[src/rtl/edge_pkg.sv]
`timescale 1ns/1ps
package edge_pkg;
  localparam int LINE_COUNT = 24;
  localparam int LANE_W     = 8;
  localparam int LANE_CNT   = LINE_COUNT / LANE_W;
  localparam int LANE_IDX_W = (LANE_CNT > 1) ? $clog2(LANE_CNT) : 1;
  localparam int ADDR_W     = 4;
  localparam int CTRL_W     = 5;
  localparam int STAT_W     = 3;

  localparam int RISE_BASE  = 0;
  localparam int FALL_BASE  = 4;
  localparam int CTRL_ADDR  = 8;
  localparam int STAT_ADDR  = 9;
  localparam int CLR_ADDR   = 10;

  // control bit positions
  localparam int CB_EDGE = 0;
  localparam int CB_OVF  = 1;
  localparam int CB_IRQ  = 2;
  localparam int CB_RISE = 3;
  localparam int CB_FALL = 4;

  // clear byte bit positions
  localparam int CLR_OVF_BIT  = 2;
  localparam int CLR_EDGE_BIT = 3;

  typedef enum logic [2:0] {
    RD_NONE,
    RD_RISE,
    RD_FALL,
    RD_CTRL,
    RD_STAT
  } rdsel_e;

  typedef struct packed {
    logic [LANE_CNT-1:0] riseWr;
    logic [LANE_CNT-1:0] fallWr;
    logic                ctrlWr;
    logic                clrEdge;
    logic                clrOvf;
    logic [LANE_W-1:0]   wrByte;
  } strobe_t;
endpackage

[src/rtl/edge_regctl.sv]
`timescale 1ns/1ps
module edge_regctl
  import edge_pkg::*;
(
  input  logic                  clk,
  input  logic                  rstN,
  input  logic [ADDR_W-1:0]     regAddr,
  input  logic                  regWr,
  input  logic [LANE_W-1:0]     regWrData,
  output strobe_t               stb,
  output rdsel_e                rdSel,
  output logic [LANE_IDX_W-1:0] rdLane
);

  // Address decode: one strobe per written location, one read select.
  always_comb begin
    stb    = '0;
    rdSel  = RD_NONE;
    rdLane = '0;
    for (int k = 0; k < LANE_CNT; k++) begin
      if (regAddr == ADDR_W'(RISE_BASE + k)) begin
        rdSel         = RD_RISE;
        rdLane        = LANE_IDX_W'(k);
        stb.riseWr[k] = regWr;
      end
      if (regAddr == ADDR_W'(FALL_BASE + k)) begin
        rdSel         = RD_FALL;
        rdLane        = LANE_IDX_W'(k);
        stb.fallWr[k] = regWr;
      end
    end
    if (regAddr == ADDR_W'(CTRL_ADDR)) begin
      rdSel      = RD_CTRL;
      stb.ctrlWr = regWr;
    end
    if (regAddr == ADDR_W'(STAT_ADDR)) begin
      rdSel = RD_STAT;
    end
    if (regAddr == ADDR_W'(CLR_ADDR)) begin
      stb.clrEdge = regWr && regWrData[CLR_EDGE_BIT];
      stb.clrOvf  = regWr && regWrData[CLR_OVF_BIT];
    end
    stb.wrByte = regWrData;
  end

  AST_ONE_TARGET: assert property (@(posedge clk) disable iff (!rstN)
    $onehot0({stb.riseWr, stb.fallWr, stb.ctrlWr}));

  AST_CLR_NEEDS_WR: assert property (@(posedge clk) disable iff (!rstN)
    (stb.clrEdge || stb.clrOvf) |-> (regWr && regAddr == ADDR_W'(CLR_ADDR)));

endmodule

[src/rtl/edge_datapath.sv]
`timescale 1ns/1ps
module edge_datapath
  import edge_pkg::*;
(
  input  logic                  clk,
  input  logic                  rstN,
  input  logic [LINE_COUNT-1:0] lineIn,
  input  strobe_t               stb,
  input  rdsel_e                rdSel,
  input  logic [LANE_IDX_W-1:0] rdLane,
  output logic [LANE_W-1:0]     rdData,
  output logic                  irqOut
);

  logic [LANE_W-1:0]     riseLane [LANE_CNT];
  logic [LANE_W-1:0]     fallLane [LANE_CNT];
  logic [LINE_COUNT-1:0] riseMask;
  logic [LINE_COUNT-1:0] fallMask;
  logic [LINE_COUNT-1:0] prevIn;
  logic [LINE_COUNT-1:0] riseHit;
  logic [LINE_COUNT-1:0] fallHit;
  logic [CTRL_W-1:0]     ctrlReg;
  logic                  edgeFlag;
  logic                  ovfFlag;
  logic                  anyHit;
  logic                  pending;

  // Per-lane mask storage
  for (genvar g = 0; g < LANE_CNT; g++) begin : gLane
    always_ff @(posedge clk or negedge rstN) begin
      if (!rstN) begin
        riseLane[g] <= '0;
      end else if (stb.riseWr[g]) begin
        riseLane[g] <= stb.wrByte;
      end
    end

    always_ff @(posedge clk or negedge rstN) begin
      if (!rstN) begin
        fallLane[g] <= '0;
      end else if (stb.fallWr[g]) begin
        fallLane[g] <= stb.wrByte;
      end
    end

    assign riseMask[g*LANE_W +: LANE_W] = riseLane[g];
    assign fallMask[g*LANE_W +: LANE_W] = fallLane[g];
  end

  always_ff @(posedge clk or negedge rstN) begin
    if (!rstN) begin
      ctrlReg <= '0;
    end else if (stb.ctrlWr) begin
      ctrlReg <= stb.wrByte[CTRL_W-1:0];
    end
  end

  always_ff @(posedge clk or negedge rstN) begin
    if (!rstN) begin
      prevIn <= '0;
    end else begin
      prevIn <= lineIn;
    end
  end

  // Edge qualification
  always_comb begin
    riseHit = lineIn & ~prevIn & riseMask & {LINE_COUNT{ctrlReg[CB_RISE]}};
    fallHit = ~lineIn & prevIn & fallMask & {LINE_COUNT{ctrlReg[CB_FALL]}};
    anyHit  = |(riseHit | fallHit);
  end

  // Flags: a new edge wins over a clear in the same cycle
  always_ff @(posedge clk or negedge rstN) begin
    if (!rstN) begin
      edgeFlag <= 1'b0;
      ovfFlag  <= 1'b0;
    end else begin
      edgeFlag <= anyHit | (edgeFlag & ~stb.clrEdge);
      ovfFlag  <= (anyHit & edgeFlag) | (ovfFlag & ~stb.clrOvf);
    end
  end

  assign pending = (edgeFlag & ctrlReg[CB_EDGE]) | (ovfFlag & ctrlReg[CB_OVF]);
  assign irqOut  = pending & ctrlReg[CB_IRQ];

  // Read mux
  always_comb begin
    unique case (rdSel)
      RD_RISE: rdData = riseLane[rdLane];
      RD_FALL: rdData = fallLane[rdLane];
      RD_CTRL: rdData = LANE_W'(ctrlReg);
      RD_STAT: rdData = LANE_W'({pending, ovfFlag, edgeFlag});
      default: rdData = '0;
    endcase
  end

  AST_RISE_SETS: assert property (@(posedge clk) disable iff (!rstN)
    (|riseHit) |=> edgeFlag);

  AST_FALL_SETS: assert property (@(posedge clk) disable iff (!rstN)
    (|fallHit) |=> edgeFlag);

  AST_NO_SPURIOUS: assert property (@(posedge clk) disable iff (!rstN)
    $rose(edgeFlag) |-> $past(anyHit));

  AST_OVF_SETS: assert property (@(posedge clk) disable iff (!rstN)
    (anyHit && edgeFlag) |=> ovfFlag);

  AST_CLEAR_EDGE: assert property (@(posedge clk) disable iff (!rstN)
    (stb.clrEdge && !anyHit) |=> !edgeFlag);

  AST_CLEAR_RACE: assert property (@(posedge clk) disable iff (!rstN)
    (stb.clrEdge && anyHit) |=> edgeFlag);

  AST_IRQ_HOLD: assert property (@(posedge clk) disable iff (!rstN)
    (irqOut && !stb.clrEdge && !stb.clrOvf && !stb.ctrlWr) |=> irqOut);

  AST_CTRL_ZERO: assert property (@(posedge clk) disable iff (!rstN)
    (stb.ctrlWr && stb.wrByte == '0) |=> !irqOut);

  AST_MASK_HOLD: assert property (@(posedge clk) disable iff (!rstN)
    !(|stb.riseWr) |=> $stable(riseMask));

endmodule

[src/rtl/edge_irq_ctrl.sv]
`timescale 1ns/1ps
module edge_irq_ctrl
  import edge_pkg::*;
(
  input  logic                  clk,
  input  logic                  rstN,
  input  logic [LINE_COUNT-1:0] lineIn,
  input  logic [ADDR_W-1:0]     regAddr,
  input  logic                  regWr,
  input  logic [LANE_W-1:0]     regWrData,
  output logic [LANE_W-1:0]     regRdData,
  output logic                  irqOut
);

  strobe_t               stb;
  rdsel_e                rdSel;
  logic [LANE_IDX_W-1:0] rdLane;

  edge_regctl u_ctl (
    .clk       (clk),
    .rstN      (rstN),
    .regAddr   (regAddr),
    .regWr     (regWr),
    .regWrData (regWrData),
    .stb       (stb),
    .rdSel     (rdSel),
    .rdLane    (rdLane)
  );

  edge_datapath u_dp (
    .clk    (clk),
    .rstN   (rstN),
    .lineIn (lineIn),
    .stb    (stb),
    .rdSel  (rdSel),
    .rdLane (rdLane),
    .rdData (regRdData),
    .irqOut (irqOut)
  );

endmodule

[config.mk]
export PLATFORM = sky130hd
export DESIGN_NAME = edge_irq_ctrl
export DESIGN_NICKNAME = d
export VERILOG_FILES = /design/src/rtl/edge_pkg.sv /design/src/rtl/edge_regctl.sv /design/src/rtl/edge_datapath.sv /design/src/rtl/edge_irq_ctrl.sv
export SDC_FILE = /design/constraint.sdc
export NUM_CORES = 1
export LEC_CHECK = 0
export ABC_AREA = 1
export ABC_CLOCK_PERIOD_IN_PS = 2000
export BUFFER_PORTS_ARGS = -buffer_cell sky130_fd_sc_hd__buf_2
export CAP_MARGIN = 10
export CORE_UTILIZATION = 53
export DETAILED_ROUTE_END_ITERATION = 10
export PLACE_DENSITY = 0.78
export SLEW_MARGIN = 25
export SYNTH_ARGS = -nofsm -noshare
export SYNTH_HDL_FRONTEND = slang
export SYNTH_HIERARCHICAL = 1
export SYNTH_SLANG_ARGS = --single-unit
export TNS_END_PERCENT = 10
[constraint.sdc]
create_clock -name clk -period 2 [get_ports clk]
set_input_delay 0.4 -clock clk [delete_from_list [all_inputs] [get_ports clk]]
set_output_delay 0.4 -clock clk [all_outputs]
set_load 0.005 [all_outputs]
---- After elaboration in Yosys (flattened, before gate mapping) ----
Index checks and enable logic that the tools add are counted.
storage, ports and cells
  bits in registers ....................... 79
  input bits .............................. 39
  output and inout port bits .............. 9
  logic and storage cells ................. 75
cells by class
  $lt $le $gt $ge ......................... 1
  equal/unequal tests ..................... 12
  mux-type cells .......................... 27
  bitwise logic cells ..................... 21
  reductions and logical operators ........ 4
operators with widths
  cell                                                              count
  24-bit bitwise AND                                                6
  24-bit NOT                                                        2
  8-bit binary-select mux with 2-bit select                         2
  8-bit two-way mux                                                 4
  8-bit one-hot mux with 4 select lines                             1
  24-bit bitwise OR                                                 1
  24-bit OR reduction                                               1
  2-bit two-way mux                                                 9
  4-bit by 3-bit == test with 1-bit output (second input constant)  3
  4-bit == test (second input constant)                             3
  1-bit two-way mux                                                 10
  1-bit bitwise AND                                                 6
  3-bit by 2-bit == test with 1-bit output (second input constant)  2
  4-bit by 1-bit == test with 1-bit output (second input constant)  1
  4-bit by 2-bit == test with 1-bit output (second input constant)  1
  4-bit zero test                                                   1
  3-bit by 1-bit == test with 1-bit output (second input constant)  1
  3-bit == test (second input constant)                             1
  3-bit >= comparator (second input constant)                       1
  3-bit two-way mux                                                 1
  2-bit NOT with 3-bit output                                       1
  1-bit bitwise OR                                                  3
  1-bit logical AND                                                 2
  1-bit NOT                                                         2

---- Logic depth before layout (Yosys ltp) ----
  depth in word-level cells ............... 11
  mapped depth ............................ 11
  gate-level depth less buffers ........... 10

---- By module ----
Netlist, hierarchy kept.
by module, submodules not included
  module         times used  cells each  area an instance (um^2)  seq. area each (um^2)
  edge_datapath  1           455         3858.7                   1976.9
  edge_regctl    1           43          197.7                    0.0

---- Worst setup path after synthesis ----
No wires, ideal clock.
  path type ............................... input to output
  start point ............................. input regAddr[1]
  end point ............................... output regRdData[2]
  arrival ................................. 1539 ps
  data required time ...................... 1600 ps
  path slack .............................. 61 ps
  stages on the path ...................... 9
  path buffers ............................ 1
  cells stage by stage .................... inv_1 nand2_1 nor3_1 nor3_2 inv_2 buf_4 o22ai_1 a21oi_1 o211ai_1
between the ends
  elaborated cells between the ends (all ways) .. 32
  those cells by class .................... eq/ne (11); mux (19); bitwise (1); reduce/logical (1)
RTL lines
  what                                       line                 RTL
  from (decl)                                edge_irq_ctrl.sv:8   input logic [ADDR_W-1:0] regAddr,
  4-bit == test (*)                          edge_regctl.sv:36    if (regAddr == ADDR_W'(STAT_ADDR)) begin
  3-bit two-way mux (*)                      edge_regctl.sv:36
  named net rdSel[2]                         edge_irq_ctrl.sv:16  rdsel_e rdSel;
  3-bit == test (tied with other cells)      edge_datapath.sv:89  unique case (rdSel)
  8-bit one-hot mux with 4 select lines (*)  edge_datapath.sv:89
  to (decl)                                  edge_irq_ctrl.sv:11  output logic [LANE_W-1:0] regRdData,
The timed path passes the listed nets; every way through them passes the cells marked *. The select of a mux whose other input is x is not followed.

---- Worst setup path in the final report ----
  start point ............................. input regAddr[3]
  end point ............................... output regRdData[2]
between the ends
  elaborated cells between the ends (all ways) .. 32
  those cells by class .................... eq/ne (11); mux (19); bitwise (1); reduce/logical (1)
RTL lines
  what                                       line                 RTL
  4-bit by 3-bit == test with 1-bit output   edge_regctl.sv:26    if (regAddr == ADDR_W'(FALL_BASE + k)) begin
  2-bit two-way mux                          edge_regctl.sv:26
  2-bit two-way mux                          edge_regctl.sv:21    if (regAddr == ADDR_W'(RISE_BASE + k)) begin
  2-bit two-way mux                          edge_regctl.sv:26
  2-bit two-way mux                          edge_regctl.sv:21
  2-bit two-way mux                          edge_regctl.sv:26
  2-bit two-way mux                          edge_regctl.sv:32    if (regAddr == ADDR_W'(CTRL_ADDR)) begin
  3-bit two-way mux (*)                      edge_regctl.sv:36
  named net rdSel[1]                         edge_irq_ctrl.sv:16
  3-bit == test (tied with other cells)      edge_datapath.sv:89
  8-bit one-hot mux with 4 select lines (*)  edge_datapath.sv:89
Marks and branches as above.

==> impl_results.rst <==
.. list-table::
   :header-rows: 1

   * - Metric
     - Value
   * - Cell-by-cell listing of the critical path
     - buf_12 -> inv_6 -> nor2_4 -> nand2_2 -> nand2_2 -> clkinv_4 -> nor3_4 -> clkinv_4 -> o22ai_4 -> a21oi_2 -> o211ai_1 -> buf_2
   * - Clock slew at reported path FFs
     - 0.08 ns
   * - Category of the most critical setup path
     - in -> out
   * - Post-layout power
     - 4.41 mW
   * - Hold crit path type
     - in -> async
   * - Final #Nets
     - 603
   * - Slew headroom
     - 62.1%
   * - Final min period
     - 2.21 ns
   * - Cell count after synthesis
     - 498
   * - Gr usage total
     - 27.7%
   * - Nature of the critical path startpoint
     - input pin
   * - Data required time of the critical path
     - 1.60 ns
   * - Clock buffer depth
     - 2
   * - Cell with the biggest individual delay on the critical path
     - sky130_fd_sc_hd__nor3_4
   * - Number of port buffers
     - 47
   * - Iteration-0 DRC Markers
     - 272
   * - Depth of the worst register-to-register path
     - 8
   * - Clk Latency, worst-skew pair
     - approximately 0.35 ns
   * - Chip height
     - 89.5 um
   * - Final setup violating endpoints
     - 8
   * - Average cell area after synthesis
     - 8.15 um^2
   * - Number of placed instances with taps included
     - 645
   * - Hold violation total from the final report
     - 0
   * - Worst clock skew on the final layout
     - 0.00751 ns
   * - Root buffer cell
     - sky130_fd_sc_hd__clkbuf_8
   * - Number of standard cells in the final layout excluding fillers
     - 667
   * - Sinks on the clock net
     - 79
   * - Dpl hpwl
     - 7.23 mm
   * - Horizontal die dimension
     - 89.5 um
   * - Max Fclk
     - 452 MHz
   * - Core outline area
     - 7330 um^2
   * - Net count after synthesis
     - 537
   * - RD Place Congestion
     - about 0.85
   * - Initial antenna violation count
     - 0
   * - Fraction of final layout cells sized beyond drive strength 1
     - between 20% and 30%
   * - Mapped cell area
     - between 4000 and 5000 um^2
   * - Post-Place Worst Slack
     - -0.241 ns
   * - Die area
     - 8010 um^2
   * - Seq/Total Area, Yosys
     - 48.7%
   * - CP endpoint kind
     - output pin
   * - Synth warnings
     - 6
   * - Total via count after detailed routing
     - 3,754
   * - Worst stage delay on the critical path
     - between 0.2 and 0.3 ns
   * - Initial Util
     - 55.3%
   * - Number of unique standard cell types used by synthesis
     - 26
   * - Final cycle utilization of the critical path
     - 111%
   * - IR drop worst, VDD
     - 0.681 mV
   * - Leakage component of the power
     - ~2.5 nW
   * - Power density of the placed cells
     - slightly below 900 nW/um^2
   * - Residual overflow from global routing
     - 0
   * - Worst R2R End
     - u_dp/ovfFlag
   * - Area added between synthesis and finish
     - 22.1%
   * - Flop-to-flop setup slack
     - 0.29 ns
   * - Diode count
     - 0
   * - Number of standard-cell rows in the floorplan
     - 31
   * - Violated checks
     - setup timing
   * - # H-tree levels
     - 3
   * - Ports
     - 48
   * - CP Data Arrival Time
     - 1.81 ns
   * - Maximum number of pins on one net before global-route repair
     - 42
   * - Status
     - finished, violations left
   * - Highest fanout seen on the critical path
     - 8
   * - Avg Vias per Cell
     - 5.63
   * - Slew at the pin closest to its max-slew limit
     - 0.569 ns
   * - Average wire length per cell after detail routing
     - roughly 16 um
   * - Wire length of the first global-routing pass
     - 16.1 mm
   * - TritonCTS clock tree
     - built
   * - Length of the first detailed-routing pass in iterations
     - 6
   * - Worst hold slack
     - roughly 0.037 ns
   * - Reg-to-reg critical path startpoint
     - u_dp/ctrlReg[4]
   * - Maxcap violations
     - 0
   * - Number of CTS-inserted buffers
     - 9
   * - Final critical-path setup slack
     - -0.214 ns
   * - Leading cell type in the layout, fill and taps excluded
     - sky130_fd_sc_hd__inv_1
   * - Setup repair after global routing missed its margin
     - yes
   * - Most used cells in the layout excluding fill and tap cells
     - sky130_fd_sc_hd__inv_1 (87), sky130_fd_sc_hd__dfrtp_1 (79), sky130_fd_sc_hd__nand2_1 (75), sky130_fd_sc_hd__nor2_1 (44), sky130_fd_sc_hd__buf_2 (42)
   * - Via count of the first global-routing pass
     - 3,474
   * - Register bit total from synthesis
     - 79
   * - Final Max Tran Viols
     - 0
   * - Wirelength, routed
     - 10.9 mm
   * - Final antenna-violating net count
     - 0
   * - Post-detailed-route DRC marker count
     - 0
-- logic make-up (layout without fill, tap and decap cells) --
kind of cell | Yosys count | after routing | synth area share, %
AOI/OAI and AO/OA | 90 | 90 | 12.2
buffers and inverters | 119 | 188 | 13.0
DFF | 79 | 79 | 48.7
muxes | 16 | 16 | 4.44
and+or+nand+nor | 194 | 195 | 21.7
-- cells in the mapped netlist (all sizes together) --
cell | instances | share of area, %
a21oi | 20 | 2.5
a22o | 3 | 0.65
a22oi | 1 | 0.19
buf | 20 | 3.9
clkbuf | 5 | 0.46
clkinv | 1 | 0.092
dfrtp | 79 | 49
inv | 93 | 8.6
mux2 | 16 | 4.4
nand2 | 82 | 7.6
nand3 | 16 | 2.0
nand4 | 36 | 5.7
nor2 | 55 | 5.5
nor3 | 3 | 0.49
o211ai | 2 | 0.37
o21ai | 45 | 5.6
o22ai | 19 | 2.9
or2 | 2 | 0.31
-- state kept, by name, summed over array words and instances, names as in the netlist --
name           flops
u_dp/edgeFlag      1
u_dp/ovfFlag       1
u_dp/prevIn       24
u_dp/riseLane     24
u_dp/ctrlReg       5
u_dp/fallLane     24
-- layer usage --
metal	vias up	global-route usage, %	routed length [um]
met5	-	0	0
met4	0	10.4	281
met3	30	7.02	723
met2	185	47.2	5410
met1	1790	34.0	4520
li1	1749	-	-
-- through the flow --
step | setup TNS (ns) | util [%] | instance area (um^2)
floorplan | 0 | - | 4060
global placement | -1.09 | 60.9 | 4470
detailed placement | -1.60 | 60.9 | 4470
CTS | -0.819 | 64.1 | 4700
global route | -1.99 | 67.6 | 4950
finish | -1.47 | 67.6 | 4950
-- power breakdown --
group | switching [mW] | leakage, nW | internal [mW] | total, mW
clock | 0.578 | 0.112 | 0.732 | 1.31
sequential | 0.205 | 0.935 | 1.88 | 2.08
combinational | 0.628 | 1.42 | 0.391 | 1.02
-- critical path, delay by kind of cell --
| family | cells | cell delay (ns) |
|---|---|---|
| AOI/OAI and AO/OA | 3 | 0.34 |
| buffers and inverters | 5 | 0.53 |
| and+or+nand+nor | 4 | 0.55 |
-- layout make-up --
cell class | count | area (um^2)
clock buffer | 10 | 138
multi-input combinational | 301 | 1700
tap | 99 | 124
fill | 578 | 2380
timing repair buffer | 78 | 554
inverter | 94 | 370
clock inverter | 5 | 82.6
timing repair inverter | 1 | 6.26
sequential | 79 | 1980
-- worst max path at each step --
stage,startpoint,to,cells past startpoint
global route,regAddr[3],regRdData[2],12
floorplan,regAddr[1],regRdData[2],9
CTS,regAddr[1],regRdData[2],11
global placement,regAddr[1],regRdData[3],11
finish,regAddr[3],regRdData[2],12
detailed placement,regAddr[1],regRdData[3],11
-- repair_timing --
| item | CTS | global route |
|---|---|---|
| setup buffers | 0 | 4 |
| endpoints found under the hold margin | 0 | 0 |
| gates cloned | 0 | 3 |
| resized for setup | 4 | 49 |
| hold buffers | 0 | 0 |
| pin swaps | 0 | 12 |
| endpoints found under the setup margin | 8 | 8 |
Power figures use the tool's default switching activity.
